`src/rtl/ata_pio_pkg.sv`:
```
package ata_pio_pkg;

  localparam int WORD_W  = 32;
  localparam int CNT_W   = 4;
  localparam int SETUP_W = 3;

  // Bit positions inside the timing word
  localparam int DAT_REC_LSB = 0;
  localparam int DAT_STB_LSB = 4;
  localparam int TF_REC_LSB  = 8;
  localparam int TF_STB_LSB  = 12;
  localparam int DAT_SU_LSB  = 19;
  localparam int TF_SU_LSB   = 22;

  typedef enum logic [1:0] {
    PH_IDLE    = 2'd0,
    PH_SETUP   = 2'd1,
    PH_STROBE  = 2'd2,
    PH_RECOVER = 2'd3
  } pio_phase_e;

  typedef struct packed {
    logic [CNT_W-1:0] setup;
    logic [CNT_W-1:0] strobe;
    logic [CNT_W-1:0] recover;
  } pio_times_t;

  function automatic pio_times_t pick_times(input logic [WORD_W-1:0] w,
                                            input logic              is_tf);
    pio_times_t t;
    if (is_tf) begin
      t.setup   = CNT_W'(w[TF_SU_LSB  +: SETUP_W]);
      t.strobe  = w[TF_STB_LSB +: CNT_W];
      t.recover = w[TF_REC_LSB +: CNT_W];
    end else begin
      t.setup   = CNT_W'(w[DAT_SU_LSB  +: SETUP_W]);
      t.strobe  = w[DAT_STB_LSB +: CNT_W];
      t.recover = w[DAT_REC_LSB +: CNT_W];
    end
    return t;
  endfunction

endpackage

```
`src/rtl/ata_pio_ctx.sv`:
```
module ata_pio_ctx
  import ata_pio_pkg::*;
(
  input  logic              clk,
  input  logic              rst_n,
  input  logic              accept,
  input  logic [WORD_W-1:0] cfg_word,
  input  logic              req_write,
  input  logic              req_taskfile,
  input  logic              burst_start,
  output logic              need_setup,
  output pio_times_t        live_times,
  output pio_times_t        held_times,
  output logic              write_q
);

  logic [WORD_W-1:0] cfg_q, cfg_d;
  logic              write_d;
  logic              tf_q, tf_d;
  logic              seen_q, seen_d;

  // Next-state: capture context only on acceptance
  always_comb begin
    cfg_d   = cfg_q;
    write_d = write_q;
    tf_d    = tf_q;
    seen_d  = seen_q;
    if (accept) begin
      cfg_d   = cfg_word;
      write_d = req_write;
      tf_d    = req_taskfile;
      seen_d  = 1'b1;
    end
  end

  always_ff @(posedge clk or negedge rst_n) begin
    if (!rst_n) begin
      cfg_q   <= '0;
      write_q <= 1'b0;
      tf_q    <= 1'b0;
      seen_q  <= 1'b0;
    end else begin
      cfg_q   <= cfg_d;
      write_q <= write_d;
      tf_q    <= tf_d;
      seen_q  <= seen_d;
    end
  end

  // A new burst begins on first use, on request, or on class change
  assign need_setup = burst_start | ~seen_q | (req_taskfile != tf_q);
  assign live_times = pick_times(cfg_word, req_taskfile);
  assign held_times = pick_times(cfg_q, tf_q);

  // once an access has been accepted, the history flag never drops
  p_history_sticky_r7: assert property (@(posedge clk) disable iff (!rst_n)
    seen_q |=> seen_q);

endmodule

```
`src/rtl/ata_pio_ctr.sv`:
```
module ata_pio_ctr
  import ata_pio_pkg::*;
(
  input  logic             clk,
  input  logic             rst_n,
  input  logic             load,
  input  logic [CNT_W-1:0] load_val,
  output logic             expired
);

  logic [CNT_W-1:0] cnt_q, cnt_d;

  always_comb begin
    cnt_d = cnt_q;
    if (load)
      cnt_d = load_val;
    else if (cnt_q != '0)
      cnt_d = cnt_q - 1'b1;
  end

  always_ff @(posedge clk or negedge rst_n) begin
    if (!rst_n) cnt_q <= '0;
    else        cnt_q <= cnt_d;
  end

  assign expired = (cnt_q == '0);

endmodule

```
`src/rtl/ata_pio_seq.sv`:
```
module ata_pio_seq
  import ata_pio_pkg::*;
(
  input  logic             clk,
  input  logic             rst_n,
  input  logic             req_valid,
  input  logic             req_write,
  input  logic             need_setup,
  input  pio_times_t       live_times,
  input  pio_times_t       held_times,
  input  logic             write_q,
  input  logic             expired,
  output logic             accept,
  output logic             ld,
  output logic [CNT_W-1:0] ld_val,
  output logic             busy,
  output logic             done,
  output logic             rd_strobe_n,
  output logic             wr_strobe_n
);

  pio_phase_e phase_q, phase_d;
  logic       write_nxt;
  logic       rd_n_d, wr_n_d;

  assign accept = req_valid && (phase_q == PH_IDLE);

  always_comb begin
    phase_d = phase_q;
    ld      = 1'b0;
    ld_val  = '0;
    unique case (phase_q)
      PH_IDLE: begin
        if (accept) begin
          ld = 1'b1;
          if (need_setup) begin
            phase_d = PH_SETUP;
            ld_val  = live_times.setup;
          end else begin
            phase_d = PH_STROBE;
            ld_val  = live_times.strobe;
          end
        end
      end
      PH_SETUP: begin
        if (expired) begin
          phase_d = PH_STROBE;
          ld      = 1'b1;
          ld_val  = held_times.strobe;
        end
      end
      PH_STROBE: begin
        if (expired) begin
          phase_d = PH_RECOVER;
          ld      = 1'b1;
          ld_val  = held_times.recover;
        end
      end
      PH_RECOVER: begin
        if (expired) phase_d = PH_IDLE;
      end
      default: phase_d = PH_IDLE;
    endcase
  end

  // Strobes are registered from the next phase so they leave flops directly
  assign write_nxt = accept ? req_write : write_q;
  assign rd_n_d    = !((phase_d == PH_STROBE) && !write_nxt);
  assign wr_n_d    = !((phase_d == PH_STROBE) &&  write_nxt);

  always_ff @(posedge clk or negedge rst_n) begin
    if (!rst_n) begin
      phase_q     <= PH_IDLE;
      rd_strobe_n <= 1'b1;
      wr_strobe_n <= 1'b1;
    end else begin
      phase_q     <= phase_d;
      rd_strobe_n <= rd_n_d;
      wr_strobe_n <= wr_n_d;
    end
  end

  assign busy = (phase_q != PH_IDLE);
  assign done = (phase_q == PH_RECOVER) && expired;

  p_strobe_excl_r8: assert property (@(posedge clk) disable iff (!rst_n)
    rd_strobe_n || wr_strobe_n);

  p_idle_high_r1: assert property (@(posedge clk) disable iff (!rst_n)
    !busy |-> (rd_strobe_n && wr_strobe_n));

  p_done_single_r12: assert property (@(posedge clk) disable iff (!rst_n)
    done |=> (!done && !busy));

  p_strobe_fall_busy_r11: assert property (@(posedge clk) disable iff (!rst_n)
    ($fell(rd_strobe_n) || $fell(wr_strobe_n)) |-> busy);

  p_accept_busy_r11: assert property (@(posedge clk) disable iff (!rst_n)
    (req_valid && !busy) |=> busy);

endmodule

```
`src/rtl/ata_pio_strobe_gen.sv`:
```
module ata_pio_strobe_gen
  import ata_pio_pkg::*;
(
  input  logic              clk,
  input  logic              rst_n,
  input  logic [WORD_W-1:0] cfg_word,
  input  logic              req_valid,
  input  logic              req_write,
  input  logic              req_taskfile,
  input  logic              burst_start,
  output logic              rd_strobe_n,
  output logic              wr_strobe_n,
  output logic              busy,
  output logic              done
);

  logic             accept;
  logic             need_setup;
  logic             write_q;
  logic             ld;
  logic [CNT_W-1:0] ld_val;
  logic             expired;
  pio_times_t       live_times;
  pio_times_t       held_times;

  ata_pio_ctx u_ctx (
    .clk         (clk),
    .rst_n       (rst_n),
    .accept      (accept),
    .cfg_word    (cfg_word),
    .req_write   (req_write),
    .req_taskfile(req_taskfile),
    .burst_start (burst_start),
    .need_setup  (need_setup),
    .live_times  (live_times),
    .held_times  (held_times),
    .write_q     (write_q)
  );

  ata_pio_seq u_seq (
    .clk        (clk),
    .rst_n      (rst_n),
    .req_valid  (req_valid),
    .req_write  (req_write),
    .need_setup (need_setup),
    .live_times (live_times),
    .held_times (held_times),
    .write_q    (write_q),
    .expired    (expired),
    .accept     (accept),
    .ld         (ld),
    .ld_val     (ld_val),
    .busy       (busy),
    .done       (done),
    .rd_strobe_n(rd_strobe_n),
    .wr_strobe_n(wr_strobe_n)
  );

  ata_pio_ctr u_ctr (
    .clk     (clk),
    .rst_n   (rst_n),
    .load    (ld),
    .load_val(ld_val),
    .expired (expired)
  );

  // captured timing stays fixed for the rest of a running access
  p_hold_cfg_r9: assert property (@(posedge clk) disable iff (!rst_n)
    busy |=> $stable(held_times));

endmodule

```
`config.mk`:
```
export PLATFORM = sky130hd
export DESIGN_NAME = ata_pio_strobe_gen
export DESIGN_NICKNAME = d
export VERILOG_FILES = /design/src/rtl/ata_pio_pkg.sv /design/src/rtl/ata_pio_ctx.sv /design/src/rtl/ata_pio_ctr.sv /design/src/rtl/ata_pio_seq.sv /design/src/rtl/ata_pio_strobe_gen.sv
export SDC_FILE = /design/constraint.sdc
export NUM_CORES = 1
export LEC_CHECK = 0
export BUFFER_PORTS_ARGS = -buffer_cell sky130_fd_sc_hd__buf_2
export CAP_MARGIN = 20
export CORE_MARGIN = 1.5
export CORE_UTILIZATION = 59
export CTS_CLUSTER_DIAMETER = 50
export DETAILED_ROUTE_END_ITERATION = 7
export GPL_ROUTABILITY_DRIVEN = 0
export PLACE_DENSITY_LB_ADDON = 0.08
export SYNTH_ARGS = -nofsm -noshare
export SYNTH_HDL_FRONTEND = slang
export SYNTH_HIERARCHICAL = 1
export SYNTH_SLANG_ARGS = --single-unit
```
`constraint.sdc`:
```
create_clock -name clk -period 3.94 [get_ports clk]
set_input_delay 0.985 -clock clk [delete_from_list [all_inputs] [get_ports clk]]
set_output_delay 0.985 -clock clk [all_outputs]
set_load 0.02 [all_outputs]
```
# Yosys cells after proc, flatten, opt, wreduce, memory -nomap -nowiden
# Cells that the tools add are included.
[classes] add_sub_neg=1 eq_ne=5 muxes=19 bitwise_logic=3 n_reduce_logical=13
[ops] cell="4-bit two-way mux" count=6
[ops] cell="4-bit one-hot mux with 3 select lines" count=1
[ops] cell="11-bit two-way mux" count=1
[ops] cell="2-bit two-way mux" count=5
[ops] cell="8-bit two-way mux" count=1
[ops] cell="2-bit one-hot mux with 4 select lines" count=1
[ops] cell="2-bit == test, second input constant" count=3
[ops] cell="1-bit logical AND" count=4
[ops] cell="4-bit logical NOT" count=1
[ops] cell="2-bit nonzero test" count=2
[ops] cell="4-bit nonzero test" count=1
[ops] cell="4-bit by 1-bit subtractor with 4-bit output, second input constant" count=1
[ops] cell="1-bit logical NOT" count=3
[ops] cell="1-bit two-way mux" count=3
[ops] cell="2-bit by 1-bit == test with 1-bit output, second input constant" count=1
[ops] cell="2-bit logical NOT" count=1
[ops] cell="1-bit bitwise OR" count=2
[ops] cell="1-bit one-hot mux with 2 select lines" count=1
[ops] cell="2-bit OR reduction" count=1
[ops] cell="1-bit inequality test" count=1
[ops] cell="1-bit NOT" count=1
[totals] regBits=27 in_bits=38 out_inout_bits=4 elab_cells=49

# Depth between registers and ports, before layout
[depth] depth_word=9 ltp_mapped=10 mapped_depth_nobuf=8

# Modules after synthesis
# Netlist, hierarchy kept.
[by_module_without_submodules] mod="ata_pio_ctx" instances=1 cells_each=82 area_per_inst_um2=1322.5 seq_area_each_um2=625.6
[by_module_without_submodules] mod="ata_pio_seq" instances=1 cells_each=52 area_per_inst_um2=432.9 seq_area_each_um2=102.6
[by_module_without_submodules] mod="ata_pio_ctr" instances=1 cells_each=22 area_per_inst_um2=234.0 seq_area_each_um2=100.1

# Worst setup path after synthesis
# Ideal clock, no wire load.
[synth_timing] path_type="input-to-reg" startpoint="input req_taskfile" endpoint="register u_ctr.cnt_q[3]" setup_ns=0.126 arrival_ns=2.187 required_time_ns=3.814 path_slack_ns=1.627 path_stages=9 path_buffers=2 cell_sequence="buf_4 xnor2_1 nand3b_1 buf_2 mux2i_1 nor2_1 a21oi_1 nor2_1 a221o_1"
[synth_via] elab_chain_len=6 word_cells_on_any_way=7 classes_between="eq/ne (1); mux (5); bitwise (1)"
[synth_rtl] item="start: declaration" line_no="ata_pio_strobe_gen.sv:9" rtl="input logic req_taskfile,"
[synth_rtl] item="1-bit inequality test" line_no="ata_pio_ctx.sv:51" rtl="assign need_setup = burst_start | ~seen_q | (req_taskfile != tf_q);"
[synth_rtl] item="1-bit bitwise OR" line_no="ata_pio_ctx.sv:51"
[synth_rtl] item="net need_setup" line_no="ata_pio_strobe_gen.sv:18" rtl="logic need_setup;"
[synth_rtl] item="4-bit two-way mux" line_no="ata_pio_seq.sv:36" rtl="if (need_setup) begin"
[synth_rtl] item="4-bit two-way mux" line_no="ata_pio_seq.sv:34" rtl="if (accept) begin"
[synth_rtl] item="4-bit one-hot mux with 3 select lines" line_no="ata_pio_seq.sv:32" rtl="unique case (phase_q)"
[synth_rtl] item="net ld_val[3]" line_no="ata_pio_strobe_gen.sv:21" rtl="logic [CNT_W-1:0] ld_val;"
[synth_rtl] item="4-bit two-way mux" line_no="ata_pio_ctr.sv:15" rtl="if (load)"
[synth_rtl] item="end signal: assignment" line_no="ata_pio_ctr.sv:23" rtl="else cnt_q <= cnt_d;"
[synth_rtl] item="end: declaration" line_no="ata_pio_ctr.sv:11" rtl="logic [CNT_W-1:0] cnt_q, cnt_d;"
# The timed path passes the listed nets, and every way through them passes these cells.
# A chain may end at the register's enable or synchronous reset.

# Worst setup path after layout
[layout_timing] startpoint="register u_ctr.cnt_q[0]" endpoint="output done"
[layout_via] elab_chain_len=2
[layout_rtl] item="4-bit logical NOT" line_no="ata_pio_ctr.sv:26" rtl="assign expired = (cnt_q == '0);"
[layout_rtl] item="net expired" line_no="ata_pio_strobe_gen.sv:22" rtl="logic expired;"
[layout_rtl] item="1-bit logical AND" line_no="ata_pio_seq.sv:84" rtl="assign done = (phase_q == PH_RECOVER) && expired;"
[layout_rtl] item="end: declaration" line_no="ata_pio_strobe_gen.sv:14" rtl="output logic done"
# The timed path passes the listed nets, and every way through them passes these cells.

==> results.sh <==
export IMPL_regToRegStartpoint="u_ctr/cnt_q[0]"
export IMPL_use_met3_pct=4.884
export IMPL_drv_slew=0
export IMPL_layout_min_cycle_time_ns=2.851
export IMPL_clkLatencyLatePin_ns=0.33
export IMPL_max_cap_viol_count=0
export IMPL_finalSetupViolCount=0
export IMPL_grt_pass1_wl_mm=5.037
export IMPL_post_cts_buffers=0
export IMPL_dpl_hpwl_mm=2.154
export IMPL_crit_path_max_fanout=12
export IMPL_met2_usage_pct=34.12
export IMPL_p_per_area_nw_per_um2=739.6
export IMPL_clockRootBuffer="clkbuf_4"
export IMPL_period_share_pct=72.36
export IMPL_status="completed"
export IMPL_clock_sinks=27
export IMPL_rows=19
export IMPL_vias=1089
export IMPL_cpPeakStageDelay_ns=0.47
export IMPL_crit_type="reg2out"
export IMPL_cts_buffers=3
export IMPL_overflow=0
export IMPL_die_w_um=56.21
export IMPL_worstPathRequired_ns=2.95
export IMPL_worst_pin_slew_ns=0.9292
export IMPL_start_util_pct=61.63
export IMPL_antenna_left=0
export IMPL_drtPass1Iterations=4
export IMPL_timing_slew_headroom_pct=37.99
export IMPL_rrSetupSlack_ns=1.63
export IMPL_cts_tree="done"
export IMPL_totalWireLength_mm=2.872
export IMPL_postLayoutCellArea_um2=1797
export IMPL_nFillCells=230
export IMPL_cts_max_path_buffers=2
export IMPL_cp_cell_sequence="inv_1 > ha_1 > nor3b_4 > and2_1 > buf_2"
export IMPL_finalPower_w=0.001329
export IMPL_boundaryPins=42
export IMPL_path_clk_slew_ns=0.14
export IMPL_vdd_drop_max_mv=0.4641
export IMPL_drt_iter0_markers=12
export IMPL_slowest_stage="nor3b_4"
export IMPL_final_nets=207
export IMPL_ctsResizeCount=0
export IMPL_synth_area_per_cell_um2=12.28
export IMPL_fin_setup_tns_ns=0
export IMPL_grt_busiest_layer="met2"
export IMPL_layout_common_cells="buf_2, dfrtp_1, mux2_2"
export IMPL_p_leak_nw=0.8749
export IMPL_multi_input_area_um2=872.1
export IMPL_wl_per_cell_um=14.88
export IMPL_num_antenna_cells=0
export IMPL_io_buffers=31
export IMPL_core_area_um2=2710
export IMPL_grt_usage_pct=20.67
export IMPL_grt_pass1_vias=1134
export IMPL_layout_commonest_cell="buf_2"
export IMPL_worstHoldPathType="reg2reg"
export IMPL_final_hold_viol_count=0
export IMPL_synthToLayoutAreaGrowth_pct=7.565
export IMPL_clock_skew_ns=0.001666
export IMPL_synth_area_um2=1670
export IMPL_die_area_um2=3160
export IMPL_place_area_um2=1770
export IMPL_worstPathArrival_ns=1.87
export IMPL_critPathTopFamily="simple AND/OR/NAND/NOR gates"
export IMPL_via_per_inst=5.642
export IMPL_fmax_mhz=350.8
export IMPL_min_to="u_ctx/seen_q"
export IMPL_rsz0062_at_grt="no"
export IMPL_synth_nets=180
export IMPL_worstHoldPathCells=1
export IMPL_critPathBufInv=2
export IMPL_reg2regPathDepth=7
export IMPL_grt_start_max_net_pins=28
export IMPL_worst_hold_startpoint="u_ctx/seen_q"
export IMPL_fp_dieH_um=56.21
export IMPL_grt_util_met1_pct=26.28
export IMPL_drcViolationCount=0
export IMPL_syn_inst=136
export IMPL_endpoint_kind="primary output"
export IMPL_regArea_um2=678.2
export IMPL_htreeDepth=1
export IMPL_r2r_end="u_ctr/cnt_q[3]"
export IMPL_synth_warnings=6
export IMPL_hold_buffers=0
export IMPL_antenna_found_initial=0
export IMPL_drive_gt1_share_pct=45.06
export IMPL_start_kind="register"
routing by layer:
metal / vias up / routed length [µm]
li1: 529 / -
met2: 19 / 1383
met5: - / 0
met1: 537 / 1341
met4: 0 / 46
met3: 4 / 101
state kept, by name, indices dropped and copies added (netlist names):
register	flops
u_seq/phase_q	2
u_ctx/seen_q	1
u_seq/rd_strobe_n	1
u_ctx/tf_q	1
u_seq/wr_strobe_n	1
u_ctx/write_q	1
u_ctx/cfg_q	16
u_ctr/cnt_q	4
final cells by class:
type,count,share of cell area [%]
Multi-Input combinational cell,93,48.54
Sequential cell,27,37.74
Timing Repair Buffer,31,8.635
Tap cell,31,2.159
Clock buffer,4,1.462
Inverter,7,1.462
report_power, final:
group | internal, W | switching (W) | leakage (nW)
registers | 0.000414 | 0.000101 | 0.317
logic | 0.000391 | 0.000302 | 0.543
clock network | 0.0000398 | 0.0000803 | 0.0150
how the worst max path moves through the flow:
stage | endpoint | cells after the start | startpoint
after global routing | done | 5 | u_ctr/cnt_q[0]
after global placement | u_ctx/write_q | 4 | req_valid
final | done | 5 | u_ctr/cnt_q[0]
after CTS | done | 5 | u_ctr/cnt_q[0]
after detailed placement | u_ctx/write_q | 4 | req_valid
after floorplan | u_ctr/cnt_q[3] | 9 | req_taskfile
metrics by stage:
step                      hold slack (ns)  setup WS [ns]  util, %  std cells
after floorplan                    0.4398          1.637        -        136
after global placement             0.4530          1.399    65.33        189
after detailed placement           0.4637          1.365    65.33        189
after CTS                          0.4946          1.081    66.30        193
after global routing               0.5060         0.9258    66.30        193
final                              0.4947          1.089    66.30        193
(Power assumes the default switching activity.)
